--- src/rtl/xbb_pkg.sv ---
package xbb_pkg;
  parameter int XBB_DEPTH = 4;
  parameter int XBB_WIDTH = 8;

  function automatic int cnt_bits(input int depth);
    return $clog2(depth + 1);
  endfunction
endpackage

--- src/rtl/xbb_level.sv ---
module xbb_level #(
  parameter int DEPTH = xbb_pkg::XBB_DEPTH,
  parameter int CW    = xbb_pkg::cnt_bits(DEPTH)
) (
  input  logic          clk,
  input  logic          rst,
  input  logic          flush,
  input  logic          load_en,
  input  logic [CW-1:0] load_n,
  input  logic          push_req,
  input  logic          pop_req,
  output logic          push_ok,
  output logic          pop_ok,
  output logic [CW-1:0] push_pos,
  output logic [CW-1:0] cnt,
  output logic          has_data,
  output logic          full
);
  localparam logic [CW-1:0] CNT_MAX = CW'(DEPTH);

  logic          host_cyc;
  logic [CW-1:0] cnt_nxt;

  // Pop is resolved first; the push lands at the level left after it.
  always_comb begin
    host_cyc = !flush && !load_en;
    pop_ok   = host_cyc && pop_req && (cnt != '0);
    push_pos = cnt - CW'(pop_ok);
    push_ok  = host_cyc && push_req && (push_pos != CNT_MAX);
    if (flush)        cnt_nxt = '0;
    else if (load_en) cnt_nxt = load_n;
    else              cnt_nxt = push_pos + CW'(push_ok);
  end

  always_ff @(posedge clk) begin
    if (rst) begin
      cnt      <= '0;
      has_data <= 1'b0;
      full     <= 1'b0;
    end else begin
      cnt      <= cnt_nxt;
      has_data <= (cnt_nxt != '0);
      full     <= (cnt_nxt == CNT_MAX);
    end
  end
endmodule

--- src/rtl/xbb_store.sv ---
module xbb_store #(
  parameter int DEPTH = xbb_pkg::XBB_DEPTH,
  parameter int W     = xbb_pkg::XBB_WIDTH,
  parameter int CW    = xbb_pkg::cnt_bits(DEPTH)
) (
  input  logic             clk,
  input  logic             rst,
  input  logic             flush,
  input  logic             load_en,
  input  logic [CW-1:0]    load_n,
  input  logic [DEPTH*W-1:0] load_data,
  input  logic             pop_ok,
  input  logic             push_ok,
  input  logic [CW-1:0]    push_pos,
  input  logic [W-1:0]     push_data,
  output logic [W-1:0]     head
);
  logic [W-1:0] slot [DEPTH];

  assign head = slot[0];

  for (genvar i = 0; i < DEPTH; i++) begin : g_slot
    localparam logic [CW-1:0] IDX = CW'(i);
    logic [W-1:0] above;
    logic [W-1:0] nxt;

    if (i == DEPTH - 1) begin : g_top
      assign above = '0;
    end else begin : g_mid
      assign above = slot[i+1];
    end

    always_comb begin
      nxt = pop_ok ? above : slot[i];
      if (push_ok && (push_pos == IDX)) nxt = push_data;
    end

    always_ff @(posedge clk) begin
      if (rst || flush)  slot[i] <= '0;
      else if (load_en)  slot[i] <= (IDX < load_n) ? load_data[i*W +: W] : '0;
      else               slot[i] <= nxt;
    end
  end
endmodule

--- src/rtl/xfer_byte_buf.sv ---
module xfer_byte_buf #(
  parameter int DEPTH = xbb_pkg::XBB_DEPTH,
  parameter int W     = xbb_pkg::XBB_WIDTH,
  parameter int CW    = xbb_pkg::cnt_bits(DEPTH)
) (
  input  logic               clk,
  input  logic               rst,
  input  logic               push_en,
  input  logic [W-1:0]       push_data,
  input  logic               pop_en,
  output logic [W-1:0]       pop_data,
  input  logic               load_en,
  input  logic [CW-1:0]      load_count,
  input  logic [DEPTH*W-1:0] load_data,
  input  logic               flush,
  output logic               has_data,
  output logic               full
);
  localparam logic [CW-1:0] CNT_MAX = CW'(DEPTH);

  logic [CW-1:0] load_n;
  logic [CW-1:0] push_pos;
  logic [CW-1:0] cnt;
  logic          push_ok;
  logic          pop_ok;
  logic [W-1:0]  head;

  assign load_n = (load_count > CNT_MAX) ? CNT_MAX : load_count;

  xbb_level #(.DEPTH(DEPTH), .CW(CW)) u_level (
    .clk(clk), .rst(rst), .flush(flush), .load_en(load_en), .load_n(load_n),
    .push_req(push_en), .pop_req(pop_en), .push_ok(push_ok), .pop_ok(pop_ok),
    .push_pos(push_pos), .cnt(cnt), .has_data(has_data), .full(full)
  );

  xbb_store #(.DEPTH(DEPTH), .W(W), .CW(CW)) u_store (
    .clk(clk), .rst(rst), .flush(flush), .load_en(load_en), .load_n(load_n),
    .load_data(load_data), .pop_ok(pop_ok), .push_ok(push_ok),
    .push_pos(push_pos), .push_data(push_data), .head(head)
  );

  always_ff @(posedge clk) begin
    if (rst)
      pop_data <= '1;
    else if (pop_en && !flush && !load_en)
      pop_data <= (cnt == '0) ? '1 : head;
  end
endmodule

--- config.mk ---
export PLATFORM = sky130hd
export DESIGN_NAME = xfer_byte_buf
export DESIGN_NICKNAME = d
export VERILOG_FILES = /design/src/rtl/xbb_pkg.sv /design/src/rtl/xbb_level.sv /design/src/rtl/xbb_store.sv /design/src/rtl/xfer_byte_buf.sv
export SDC_FILE = /design/constraint.sdc
export NUM_CORES = 1
export LEC_CHECK = 0
export ABC_AREA = 1
export BUFFER_PORTS_ARGS = -buffer_cell sky130_fd_sc_hd__buf_4
export CAP_MARGIN = 40
export CORE_MARGIN = 2
export CORE_UTILIZATION = 58
export CTS_CLUSTER_SIZE = 8
export DETAILED_ROUTE_END_ITERATION = 7
export GPL_TIMING_DRIVEN = 0
export PLACE_DENSITY_LB_ADDON = 0.12
export SYNTH_ARGS = -nofsm -noshare
export SYNTH_HDL_FRONTEND = slang
export SYNTH_HIERARCHICAL = 1
export SYNTH_SLANG_ARGS = --single-unit
export TNS_END_PERCENT = 100
--- constraint.sdc ---
create_clock -name clk -period 7.2 [get_ports clk]
set_clock_uncertainty 0.05 [all_clocks]
set_input_delay 1.08 -clock clk [delete_from_list [all_inputs] [get_ports clk]]
set_output_delay 1.08 -clock clk [all_outputs]
set_load 0.05 [all_outputs]
==> insert_results.sql <==
INSERT INTO impl_metrics (metric_group, metric, value, unit) VALUES
('die', 'dieWidth', '71.12', 'um'),
('placement', 'gp_weighted_congestion', '0.8992', ''),
('power', 'totalPowerFinal', '589.1', 'uW'),
('timing', 'slew_headroom', '60.32', '%'),
('timing', 'rsz0062_at_grt', 'false', ''),
('placement', 'count_of_input_and_output_buffers', '58', ''),
('cts', 'cts_repair_resize_count', '0', ''),
('placement', 'dp.final_hpwl', '4780', 'um'),
('die', 'initial_utilization', '60.00', '%'),
('cts', 'cts_tree', 'built', ''),
('yosys', 'share_of_the_synthesized_area_in_the_top_cell_type', '36.78', '%'),
('die', 'row_count', '24', ''),
('cts', 'cts_setup_buffers', '0', ''),
('power', 'internal-power', '436.1', 'uW'),
('power', 'power.ir.vdd_worst', '0.0001124', 'V'),
('setup_path', 'critical_path_arrival', '3390', 'ps'),
('die', 'area_of_the_core', '0.004354', 'sq mm'),
('power', 'total_leakage_power', '0.001486', 'uW'),
('cts', 'path_clk_slew', '80', 'ps'),
('timing', 'final_setup_fails', '0', ''),
('power', 'combinationalPowerShare', '17.9', '%'),
('min_path', 'hold_class', 'register to register', ''),
('yosys', 'postSynth.asyncResetShare', '0', '%'),
('finish', 'finish.net_count', '445', ''),
('cts', 'numCtsBuffers', '5', ''),
('yosys', 'ys_top_cells_by_area', 'sky130_fd_sc_hd__edfxtp_1, sky130_fd_sc_hd__nand2_1, sky130_fd_sc_hd__dfxtp_1', ''),
('yosys', 'mapped_nets', '380', ''),
('timing', 'hold_ws', '420.2', 'ps'),
('timing', 'min_period_over_period', '48.19', '%'),
('setup_path', 'timing.critical_path.fanout_max', '10', ''),
('power', 'total_net_switching_power', '153.1', 'uW'),
('routing', 'route.detailed.vias_per_inst', '5.300', ''),
('setup_path', 'worst-endpoint-required', '7120', 'ps'),
('yosys', 'synth_top_cells_by_count', 'sky130_fd_sc_hd__nand2_1, sky130_fd_sc_hd__inv_1, sky130_fd_sc_hd__nand3_1', ''),
('setup_path', 'startpoint_type', 'input port', ''),
('routing', 'dr.first_iter.drc_count', '295', ''),
('finish', 'diodes', '0', ''),
('cts', 'cts_sinks', '45', ''),
('die', 'io_pins', '59', ''),
('timing', 'max_slew_violation_count', '0', ''),
('yosys', 'netlist_instances', '328', ''),
('yosys', 'synth.yosys.warnings', '6', ''),
('yosys', 'netlist_area', '0.002613', 'sq mm'),
('timing', 'finalHoldViolCount', '0', ''),
('setup_path', 'crit_path_end_kind', 'register', ''),
('routing', 'average_routed_wire_per_standard_cell', '13.63', 'um'),
('finish', 'layout-drive-gt1-share', '26.14', '%'),
('yosys', 'ys_types', '29', ''),
('routing', 'drt_wl_total', '6079', 'um'),
('power', 'clock_power_share', '31.6', '%'),
('global_route', 'grt-ovfl-total', '0', ''),
('outcome', 'outcome', 'finished, final reports clean', ''),
('yosys', 'synth_seq_area_share', '46.74', '%'),
('power', 'power.density', '182.9', 'mW/mm^2'),
('finish', 'area_growth_syn_to_layout', '23.28', '%'),
('timing', 'fmax', '0.2882', 'GHz'),
('cts', 'post_cts_hold_buffer_count', '0', ''),
('routing', 'first_pass_iters', '5', ''),
('setup_path', 'setup.worst_path.class', 'input port to register', ''),
('routing', 'drt.antenna.violating_nets', '0', ''),
('global_route', 'number_of_antenna_violations_at_the_first_check_in_global_routing', '0', ''),
('power', 'seqPwrFrac', '50.4', '%'),
('timing', 'setup_tns', '0', 'ps'),
('routing', 'drc_violation_count_after_routing', '0', ''),
('yosys', 'yosysMostFrequentCell', 'sky130_fd_sc_hd__nand2_1', ''),
('yosys', 'synth-seq-cells', '45', ''),
('yosys', 'syn_avg_cell_area', '7.965', 'sq um'),
('global_route', 'vias_in_the_first_global_route', '2237', ''),
('finish', 'fin_util', '73.97', '%'),
('job', 'maxCapViolations', '0', ''),
('global_route', 'grt.total_usage', '24.95', '%');
[logic make-up (layout without fill, tap and decap cells)]
family	after synthesis	in the layout	synth area share [%]
AOI/OAI and AO/OA	63	63	13.60
adders and majority gates	3	3	1.437
buffers and inverters	64	130	10.39
DFF	45	45	46.74
and+or+nand+nor	153	153	27.83
[power by group through the flow]
| stage | Sequential, uW | Clock, uW | Combinational, uW |
|---|---|---|---|
| after floorplan | 313 | 0 | 52.8 |
| after global placement | 303 | 0 | 102 |
| after detailed placement | 303 | 0 | 105 |
| after CTS | 297 | 189 | 105 |
| after global routing | 299 | 200 | 116 |
| final | 297 | 186 | 106 |
[metrics by stage]
step                      worst slack (ps)  cell area (sq um)  cells
final                                 3731               3221    446
after global routing                  3514               3221    446
after CTS                             3749               3221    446
after detailed placement              3506               3113    438
after global placement                3601               3113    438
after floorplan                       4053               2613    328
[critical path: stages]
cell and delay, ps:
sky130_fd_sc_hd__buf_4 140, sky130_fd_sc_hd__inv_2 110, sky130_fd_sc_hd__nand3_1 90, sky130_fd_sc_hd__a31oi_1 260, sky130_fd_sc_hd__ha_1 210, sky130_fd_sc_hd__ha_1 230
sky130_fd_sc_hd__nand2_1 60, sky130_fd_sc_hd__inv_1 40, sky130_fd_sc_hd__nand3_1 70, sky130_fd_sc_hd__nand2_1 80, sky130_fd_sc_hd__inv_1 110, sky130_fd_sc_hd__inv_1 90
sky130_fd_sc_hd__nor2_4 230, sky130_fd_sc_hd__nand2_4 130, sky130_fd_sc_hd__buf_6 180, sky130_fd_sc_hd__nand2_1 280
[cell type report]
type	count	area, sq um	share of cell area, %
inverter	57	215.2	6.682
clock inverter	2	35.03	1.088
sequential	45	1221	37.92
tap	52	65.06	2.020
timing repair buffer	58	435.4	13.52
buffer	7	56.30	1.748
clock buffer	6	72.57	2.253
multi-input combinational	219	1120	34.77
[layout by cell type, fill, tap and decap left out, types with 4 or more instances in the layout]
| cell | instances |
|---|---|
| sky130_fd_sc_hd__nor2_1 | 9 |
| sky130_fd_sc_hd__edfxtp_1 | 32 |
| sky130_fd_sc_hd__buf_4 | 60 |
| sky130_fd_sc_hd__a21oi_1 | 25 |
| sky130_fd_sc_hd__nand2_1 | 82 |
| sky130_fd_sc_hd__nand2_2 | 8 |
| sky130_fd_sc_hd__o21ai_2 | 8 |
| sky130_fd_sc_hd__inv_1 | 48 |
| sky130_fd_sc_hd__clkbuf_8 | 5 |
| sky130_fd_sc_hd__inv_2 | 7 |
| sky130_fd_sc_hd__dfxtp_1 | 13 |
| sky130_fd_sc_hd__nor2_4 | 4 |
| sky130_fd_sc_hd__o21ai_0 | 22 |
| sky130_fd_sc_hd__o21ai_1 | 4 |
| sky130_fd_sc_hd__nand3_1 | 43 |
[worst paths after layout]
kind             startpoint                 end  slack (ps)  depth (start not counted)
max reg2reg  u_level/cnt[0]  u_store/slot[0][4]        4440                         14
min             pop_data[6]         pop_data[6]         420                          2
max                 load_en  u_store/slot[0][4]        3730                         16
min reg2reg     pop_data[6]         pop_data[6]         420                          2
[flip-flops by register name, summed over array words and instances (netlist names)]
signal / flops
u_level/has_data: 1
pop_data: 8
u_store/slot: 32
u_level/full: 1
u_level/cnt: 3
[per-layer routing]
metal | global-route usage (%) | share of wire [%]
met1 | 30.98 | 40
met2 | 45.07 | 51
met3 | 3.989 | 7.4
met4 | 6.709 | 1.1
met5 | 0 | 0
(Power assumes the default switching activity.)
